===== config.mk =====
export PLATFORM = sky130hd
export DESIGN_NAME = lps_sequencer
export DESIGN_NICKNAME = d
export VERILOG_FILES = /design/src/rtl/lps_pkg.sv /design/src/rtl/lps_pattern.sv /design/src/rtl/lps_timer.sv /design/src/rtl/lps_status.sv /design/src/rtl/lps_sequencer.sv
export SDC_FILE = /design/constraint.sdc
export NUM_CORES = 1
export LEC_CHECK = 0
export CORE_MARGIN = 2
export CORE_UTILIZATION = 47
export CTS_BUF_LIST = sky130_fd_sc_hd__clkbuf_2
export CTS_CLUSTER_SIZE = 20
export DETAILED_ROUTE_END_ITERATION = 8
export PLACE_DENSITY = 0.75
export RECOVER_POWER = 25
export SKIP_CTS_REPAIR_TIMING = 1
export SYNTH_ARGS = -nofsm -noshare
export SYNTH_HDL_FRONTEND = slang
export SYNTH_SLANG_ARGS = --single-unit

===== constraint.sdc =====
create_clock -name clk_i -period 2.2 [get_ports clk_i]
set_input_delay 0.55 -clock clk_i [delete_from_list [all_inputs] [get_ports clk_i]]
set_output_delay 0.55 -clock clk_i [all_outputs]
set_load 0.02 [all_outputs]

===== src/rtl/lps_pkg.sv =====
package lps_pkg;

    localparam int NDOM    = 4;
    localparam int DOM_MPU = 1;

    typedef enum logic [2:0] {
        MD_RTC  = 3'd0,
        MD_DS0  = 3'd1,
        MD_DS1  = 3'd2,
        MD_DS2  = 3'd3,
        MD_STBY = 3'd4,
        MD_ACT  = 3'd5
    } mode_e;

    localparam logic [1:0] SUP_OFF = 2'b00;
    localparam logic [1:0] SUP_RED = 2'b01;
    localparam logic [1:0] SUP_NOM = 2'b10;

    localparam logic [1:0] ST_OFF = 2'b00;
    localparam logic [1:0] ST_RET = 2'b01;
    localparam logic [1:0] ST_ON  = 2'b11;

    typedef struct packed {
        logic [NDOM-1:0] dom;
        logic            osc;
        logic [1:0]      sel;
    } pattern_t;

    // Domain bits: [0] wakeup, [1] processor, [2] peripheral, [3] graphics
    function automatic pattern_t mode_pattern(mode_e m);
        pattern_t p;
        p = '{dom: 4'b1111, osc: 1'b1, sel: SUP_NOM};
        case (m)
            MD_RTC:  p = '{dom: 4'b0000, osc: 1'b0, sel: SUP_OFF};
            MD_DS0:  p = '{dom: 4'b0001, osc: 1'b0, sel: SUP_RED};
            MD_DS1:  p = '{dom: 4'b0101, osc: 1'b0, sel: SUP_RED};
            MD_DS2:  p = '{dom: 4'b0101, osc: 1'b1, sel: SUP_RED};
            MD_STBY: p = '{dom: 4'b0111, osc: 1'b1, sel: SUP_NOM};
            default: ;
        endcase
        return p;
    endfunction

endpackage


===== src/rtl/lps_pattern.sv =====
module lps_pattern
    import lps_pkg::*;
(
    input  mode_e    mode_i,
    output pattern_t pat_o
);
    always_comb pat_o = mode_pattern(mode_i);
endmodule


===== src/rtl/lps_timer.sv =====
module lps_timer #(
    parameter int TW = 8
) (
    input  logic          clk_i,
    input  logic          rst_ni,
    input  logic          clr_i,
    input  logic          inc_i,
    output logic [TW-1:0] cnt_o
);
    logic [TW-1:0] cnt_d, cnt_q;

    always_comb begin
        cnt_d = cnt_q;
        if (clr_i)      cnt_d = '0;
        else if (inc_i) cnt_d = cnt_q + TW'(1);
    end

    always_ff @(posedge clk_i or negedge rst_ni) begin
        if (!rst_ni) cnt_q <= '0;
        else         cnt_q <= cnt_d;
    end

    assign cnt_o = cnt_q;
endmodule


===== src/rtl/lps_status.sv =====
module lps_status
    import lps_pkg::*;
(
    input  logic [NDOM-1:0]   dom_i,
    input  logic [1:0]        csel_i,
    input  logic [1:0]        msel_i,
    output logic [2*NDOM-1:0] pwr_o,
    output logic [2*NDOM-1:0] mem_o
);
    for (genvar i = 0; i < NDOM; i++) begin : g_dom
        logic [1:0] sel;
        assign sel = (i == DOM_MPU) ? msel_i : csel_i;
        assign pwr_o[2*i +: 2] = dom_i[i] ? ST_ON : ST_OFF;
        assign mem_o[2*i +: 2] = dom_i[i] ? ST_ON :
                                 ((sel == SUP_OFF) ? ST_OFF : ST_RET);
    end
endmodule


===== src/rtl/lps_sequencer.sv =====
module lps_sequencer
    import lps_pkg::*;
#(
    parameter int TW = 8
) (
    input  logic              clk_i,
    input  logic              rst_ni,
    input  logic              req_valid_i,
    input  logic [2:0]        req_mode_i,
    input  logic              wake_i,
    input  logic              sr_ack_i,
    input  logic [TW-1:0]     timeout_i,
    output logic              sr_req_o,
    output logic              osc_en_o,
    output logic [NDOM-1:0]   dom_en_o,
    output logic [1:0]        core_sel_o,
    output logic [1:0]        mpu_sel_o,
    output logic [2:0]        mode_o,
    output logic              busy_o,
    output logic              err_o,
    output logic [2*NDOM-1:0] pwr_st_o,
    output logic [2*NDOM-1:0] mem_st_o
);
    localparam logic [NDOM-1:0] ALL_ON = '1;

    typedef enum logic [2:0] {
        S_STABLE, S_ENT_WAIT, S_ENT_OSC, S_ENT_DOM, S_WK_OSC, S_WK_SR, S_WK_ACK
    } state_e;

    typedef struct packed {
        state_e          st;
        mode_e           mode;
        mode_e           tgt;
        logic            sr_req;
        logic            osc;
        logic [NDOM-1:0] dom;
        logic [1:0]      csel;
        logic [1:0]      msel;
        logic            err;
        logic            pend;
        mode_e           pmode;
    } seq_s;

    localparam seq_s SEQ_RST = '{
        st: S_STABLE, mode: MD_ACT, tgt: MD_ACT, sr_req: 1'b0, osc: 1'b1,
        dom: ALL_ON, csel: SUP_NOM, msel: SUP_NOM, err: 1'b0,
        pend: 1'b0, pmode: MD_ACT
    };

    seq_s          d, q;
    pattern_t      pat;
    logic [TW-1:0] wait_cnt;
    logic          req_ok;
    logic          stable_act;

    lps_pattern u_pat (
        .mode_i (q.tgt),
        .pat_o  (pat)
    );

    lps_timer #(.TW(TW)) u_tmr (
        .clk_i  (clk_i),
        .rst_ni (rst_ni),
        .clr_i  (q.st != S_ENT_WAIT),
        .inc_i  (q.st == S_ENT_WAIT),
        .cnt_o  (wait_cnt)
    );

    lps_status u_st (
        .dom_i  (q.dom),
        .csel_i (q.csel),
        .msel_i (q.msel),
        .pwr_o  (pwr_st_o),
        .mem_o  (mem_st_o)
    );

    assign req_ok     = req_valid_i && (req_mode_i <= 3'd5);
    assign stable_act = (q.st == S_STABLE) && (q.mode == MD_ACT);

    always_comb begin
        d = q;
        // Hold requests that cannot be served now
        if (req_ok && !stable_act) begin
            d.pend  = 1'b1;
            d.pmode = mode_e'(req_mode_i);
        end
        case (q.st)
            S_STABLE: begin
                if (q.mode == MD_ACT) begin
                    if (req_ok || q.pend) begin
                        d.pend = 1'b0;
                        d.tgt  = req_ok ? mode_e'(req_mode_i) : q.pmode;
                        if (d.tgt != MD_ACT) begin
                            d.sr_req = 1'b1;
                            d.err    = 1'b0;
                            d.st     = S_ENT_WAIT;
                        end
                    end
                end else if (q.mode != MD_RTC && wake_i) begin
                    d.dom  = ALL_ON;
                    d.csel = SUP_NOM;
                    d.msel = SUP_NOM;
                    d.st   = S_WK_OSC;
                end
            end
            S_ENT_WAIT: begin
                if (sr_ack_i) begin
                    d.st = S_ENT_OSC;
                end else if (wait_cnt == timeout_i - TW'(1)) begin
                    d.sr_req = 1'b0;
                    d.err    = 1'b1;
                    d.st     = S_WK_ACK;
                end
            end
            S_ENT_OSC: begin
                d.osc = pat.osc;
                d.st  = S_ENT_DOM;
            end
            S_ENT_DOM: begin
                d.dom  = pat.dom;
                d.csel = pat.sel;
                d.msel = pat.sel;
                d.mode = q.tgt;
                d.st   = S_STABLE;
            end
            S_WK_OSC: begin
                d.osc = 1'b1;
                d.st  = S_WK_SR;
            end
            S_WK_SR: begin
                d.sr_req = 1'b0;
                d.st     = S_WK_ACK;
            end
            S_WK_ACK: begin
                if (!sr_ack_i) begin
                    d.mode = MD_ACT;
                    d.st   = S_STABLE;
                end
            end
            default: d.st = S_STABLE;
        endcase
    end

    always_ff @(posedge clk_i or negedge rst_ni) begin
        if (!rst_ni) q <= SEQ_RST;
        else         q <= d;
    end

    assign sr_req_o   = q.sr_req;
    assign osc_en_o   = q.osc;
    assign dom_en_o   = q.dom;
    assign core_sel_o = q.csel;
    assign mpu_sel_o  = q.msel;
    assign mode_o     = q.mode;
    assign busy_o     = (q.st != S_STABLE);
    assign err_o      = q.err;

    AST_STABLE_PATTERN: assert property (@(posedge clk_i) disable iff (!rst_ni)
        (q.st == S_STABLE) |-> (q.dom == mode_pattern(q.mode).dom));
    AST_DOM_OFF_UNDER_SR: assert property (@(posedge clk_i) disable iff (!rst_ni)
        (q.dom != ALL_ON) |-> q.sr_req);
    AST_OSC_GATE_AFTER_SR: assert property (@(posedge clk_i) disable iff (!rst_ni)
        $fell(q.osc) |-> $past(q.sr_req));
    AST_SR_HELD_LOW_MODE: assert property (@(posedge clk_i) disable iff (!rst_ni)
        (q.st == S_STABLE && q.mode != MD_ACT) |-> q.sr_req);
    AST_WAKE_OSC_ORDER: assert property (@(posedge clk_i) disable iff (!rst_ni)
        $rose(q.osc) |-> (q.dom == ALL_ON && q.sr_req));
    AST_RTC_STUCK: assert property (@(posedge clk_i) disable iff (!rst_ni)
        (q.st == S_STABLE && q.mode == MD_RTC) |=> (q.mode == MD_RTC));
    AST_ABORT_TO_ACTIVE: assert property (@(posedge clk_i) disable iff (!rst_ni)
        $rose(q.err) |-> (q.dom == ALL_ON && q.osc && !q.sr_req));
endmodule


After elaboration in Yosys (flattened, before gate mapping)
Cells that the tools add are included.

Add/subtract/negate cells: 2. Order comparisons: 1. Equality and inequality tests: 26. Multiplexer cells: 41. Reductions and logical operators: 24.

Operators with widths (number): $pmux W7 S5 (1); $mux W8 (4); $mux W3 (7); $mux W2 (10); $pmux W3 S6 (1); $pmux W8 S2 (1); $eq A3 B3 Y1 const B (5); $eq A3 B2 Y1 const B (4); $reduce_and A6 Y1 (2); $mux W1 (11); $reduce_bool A2 Y1 (5); $reduce_bool A3 Y1 (3); $add A8 B1 Y8 const B (1); $eq A8 B8 Y1 (1); $ne A2 B1 Y1 const B (4); $ne A2 B2 Y1 const B (4); $sub A8 B1 Y8 const B (1); $eq A3 B1 Y1 const B (2); $logic_not A3 Y1 (2); $mux W6 (1); $ne A3 B1 Y1 const B (2); $ne A3 B2 Y1 const B (2); $ne A3 B3 Y1 const B (2); $pmux W3 S2 (1); other kinds (11) (17).

Register bits after elaboration: 32.

Logic depth before layout (Yosys ltp)
Depth in word-level cells: 8. Mapped depth: 9. Depth with buffers taken out: 8.

Modules after synthesis
Synthesis repeated with hierarchy kept, for this count alone.

Cells, all modules: 224. Area total of the unflattened synthesis: 1980.6 um2.

By module, submodules not included: lps_sequencer (instances 1, cells an instance 164, area an instance 1418.9 um2, seq. area each 565.5 um2); lps_timer (instances 1, cells an instance 37, area an instance 396.6 um2, seq. area each 200.2 um2); lps_status (instances 1, cells an instance 16, area an instance 115.1 um2, seq. area each 0.0 um2); lps_pattern (instances 1, cells an instance 7, area an instance 50.0 um2, seq. area each 0.0 um2).

Worst setup path after synthesis
Ideal clock, no wire load.

Path type: input to register. From: input timeout_i[0]. To: register q[23] (netlist name). Setup time: 0.094 ns. Data arrival time: 1.922 ns. Data required time: 2.106 ns. Slack: 0.184 ns. Cell stages on the path: 8. Path buffers: 1. Cell sequence: inv_1 ha_1 buf_6 nand2b_1 a311o_1 a211oi_2 nand3_2 a221oi_2.

Longest elaborated chain between the ends: 4.

Ends and longest elaborated chain: start, declared (line lps_sequencer.sv:12) `input logic [TW-1:0] timeout_i,`; $sub A8 B1 Y8 (line lps_sequencer.sv:109) `end else if (wait_cnt == timeout_i - TW'(1)) begin`; $eq A8 B8 Y1 (line lps_sequencer.sv:109); $ne A3 B3 Y1 (no line); $reduce_and A5 Y1 (no line); end signal, assigned (line lps_sequencer.sv:145) `if (!rst_ni) q <= SEQ_RST;`; end signal, assigned (line lps_sequencer.sv:146) `else q <= d;`; end, declared (line lps_sequencer.sv:50) `seq_s d, q;`.

Every way passes these cells. A chain may end at the register's enable or synchronous reset.

Worst setup path after layout
From: register q (netlist bit dom_en_o[2]). To: output pwr_st_o[5].

Longest elaborated chain between the ends: 1.

Ends and longest elaborated chain: $mux W2 (line lps_status.sv:13) `assign pwr_o[2*i +: 2] = dom_i[i] ? ST_ON : ST_OFF;`; end, declared (line lps_sequencer.sv:21) `output logic [2*NDOM-1:0] pwr_st_o,`.

Every way passes these cells.

==> key figures <==
Yosys
  • Cells after Synth: 215
  • Area share of the largest cell type after synthesis: 0.234
  • Post-synth cell types: 50
  • Asr flop ratio synth: 1.00
  • Synth area leaders: dfrtp_1 23%, dfstp_2 15%, buf_4 9.0%
  • Post-Syn Area: 1920 um2
  • Most used DFF post-synth: dfrtp_1
  • Avg Cell Area, Syn: approximately 9 um2
  • Post-synth top area cell: dfrtp_1
  • Yosys warns: 0
  • EDFF count, synth: 0
  • Post-synthesis sequential area ratio: 0.384
  • FF+latch count, synth: 29
  • Post-Syn Nets: approximately 230

Drt
  • Vias per Instance: 5.25
  • 1st-iter DRT viols: 85
  • DRC viols: 0
  • Antenna Nets Post-Route: 0
  • Via count: 1,595
  • DRT Wirelength: 3.90 mm
  • Wire per inst: 12.8 um
  • Detailed Routing Iterations Pass 1: 4

Worst setup path
  • CP max-delay cell: clkdlybuf4s50_1
  • CP Cell Sequence: clkdlybuf4s50_1
  • Worst path depth: 1
  • Crit start category: flip-flop
  • Critical Path AT: 1.57 ns
  • CP bufs+invs: 1
  • Setup CP Type: flip-flop to output port
  • CP required: 1.65 ns
  • Crit path max-delay family: buffers and inverters
  • Worst Reg-to-Reg Cells: 5
  • CP Capture Type: output port
  • Max stage delay on crit path: 0.61 ns
  • CP Max Fanout: 6

Place
  • Gpl congestion: 0.811
  • DP Worst Slack: -0.364 ns
  • Placement Cell Area: 2350 um2
  • Port-buffer cells: 46
  • DPL Wire Length: between 2 and 3 mm

Layout
  • Final instance area: 2430 um2
  • Most frequent cells in the layout: 32 x clkdlybuf4s50_1, 23 x nor2_1, 18 x dfrtp_1
  • Final core occ: 0.611
  • Proportion of layout cells with a drive suffix above 1: 0.185
  • FF+latch area: 739 um2
  • Post-layout nets: 271
  • Most common cell after layout, fill and taps aside: clkdlybuf4s50_1
  • Fillers: 358
  • Antenna Cells: 0
  • Syn-to-layout area delta: 26.1%
  • Area of the multi-input gates: 957 um2

Floorplanning
  • FP Rows: 23
  • Die height: between 60 and 70 um
  • Die Wd: around 70 um
  • Die area: 4620 um2
  • Initial Utilization: 0.485
  • CORE AREA: 3970 um2
  • # IOs: 47

Job
  • Max Cap Viol: 0

Timing
  • Worst setup margin: 0.0812 ns
  • Tightest Pin Transition: 0.697 ns
  • Worst Skew: 0.0195 ns
  • Slew Limit Fails: 0
  • Fmax: 0.472 GHz
  • Final Critical Period: 2.12 ns
  • Slew HR: 0.535
  • RSZ-0062 raised after global routing: no
  • Total negative setup slack: 0 ns
  • Final hold vios: 0
  • Final setup vio count: 0
  • Period utilisation layout: 0.963

Global routing
  • Global route overflow: 0
  • Largest net degree at the start of global routing: 30
  • Vias in the first global route: 1,401
  • Initial antenna violation count: 0
  • GRT Total Usage: 0.181
  • First-pass GRT wire length: approximately 6.3 mm

Power and ir drop
  • PwrDens: around 1200 nW/um2
  • Leak: 0.00107 uW
  • Total power after layout: 2930 uW
  • Worst vdd ir: 0.000556 V

Min path
  • Hold path depth: 1
  • Hold crit path type: flip-flop to flip-flop

CTS
  • Clock-pin slew on the worst setup and hold paths: 0.16 ns
  • CTS max path bufs: 2
  • CTS H-tree lvls: 2
  • Later-pin clock latency in the skew report: 0.36 ns
  • Clock buffer count from CTS: 5
  • TritonCTS clock tree: built
  • Clock Root Buffer: clkbuf_2
  • Clk sinks: 29

Outcome
  • Status: finished clean
==> registers in the layout (all words and copies together) (netlist names) <==
name,count
core_sel_o,1
dom_en_o,4
err_o,1
mode_o,3
osc_en_o,1
q,10
sr_req_o,1
u_tmr.cnt_o,8
==> area by class of cell <==
class,count,area share
clock inverter,3,0.00516
tap,50,0.0258
inverter,9,0.0139
timing repair buffer,60,0.245
multi-input combinational,148,0.395
clock buffer,5,0.0103
sequential,29,0.305
==> report_power, final <==
group / internal (uW) / leakage [uW] / switching (uW)
Sequential: 778 / 0.000347 / 202
Combinational: 790 / 0.000699 / 903
Clock: 69.4 / 0.0000278 / 184
==> metrics by stage <==
step / hold WS [ns] / instances
3_5_place_dp: 0.497 / 296
2_1_floorplan: 0.254 / 215
4_1_cts: 0.532 / 304
3_3_place_gp: 0.488 / 296
5_1_grt: 0.564 / 304
6_report: 0.530 / 304
==> cells in the mapped netlist, types with 2 or more instances <==
| library cell | number |
|---|---|
| a211oi_1 | 2 |
| a21oi_1 | 9 |
| a22oi_1 | 2 |
| and3_1 | 4 |
| buf_2 | 2 |
| buf_4 | 23 |
| clkbuf_1 | 2 |
| dfrtp_1 | 18 |
| dfstp_2 | 11 |
| ha_1 | 2 |
| inv_1 | 9 |
| mux2_2 | 3 |
| mux2i_1 | 3 |
| nand2_1 | 16 |
| nand2b_1 | 6 |
| nand3_1 | 7 |
| nand3b_1 | 3 |
| nand4_1 | 2 |
| nor2_1 | 23 |
| nor2b_1 | 2 |
| nor3_1 | 3 |
| nor3b_1 | 2 |
| o21ai_0 | 14 |
| o21ai_1 | 3 |
| o22ai_1 | 2 |
| or2_2 | 2 |
| or3_1 | 3 |
| xnor2_1 | 5 |
| xor2_1 | 11 |
==> worst paths after layout <==
| path | end | from | slack, ns |
|---|---|---|---|
| worst min register to register | q[1] | q[1] | 0.53 |
| worst max-delay path | pwr_st_o[5] | dom_en_o[2] | 0.08 |
| worst max register to register | q[23] | u_tmr.cnt_o[4] | 0.50 |
| worst min-delay path | q[1] | q[1] | 0.53 |
| max in group asynchronous | u_tmr.cnt_o[1] | rst_ni | 1.00 |
| min in group asynchronous | q[1] | rst_ni | 0.74 |
==> cell families (layout without fill, tap and decap cells) <==
kind of cell,after synthesis,in the layout,share of synthesized area
AO/OA/AOI/OAI,46,46,0.163
XOR/XNOR,16,16,0.0728
adder cells (fa/ha/maj),2,2,0.0130
buffers and inverters,38,77,0.125
flip-flops,29,29,0.384
multiplexers,6,6,0.0332
AND/OR/NAND/NOR,78,78,0.209
==> per-layer routing <==
layer  track usage  routed length, um
met5             0                  0
met4        0.0625                 31
met2         0.266               1770
met1         0.258               1900
met3        0.0461                185
Note: power is estimated with default switching activity, not from simulation.
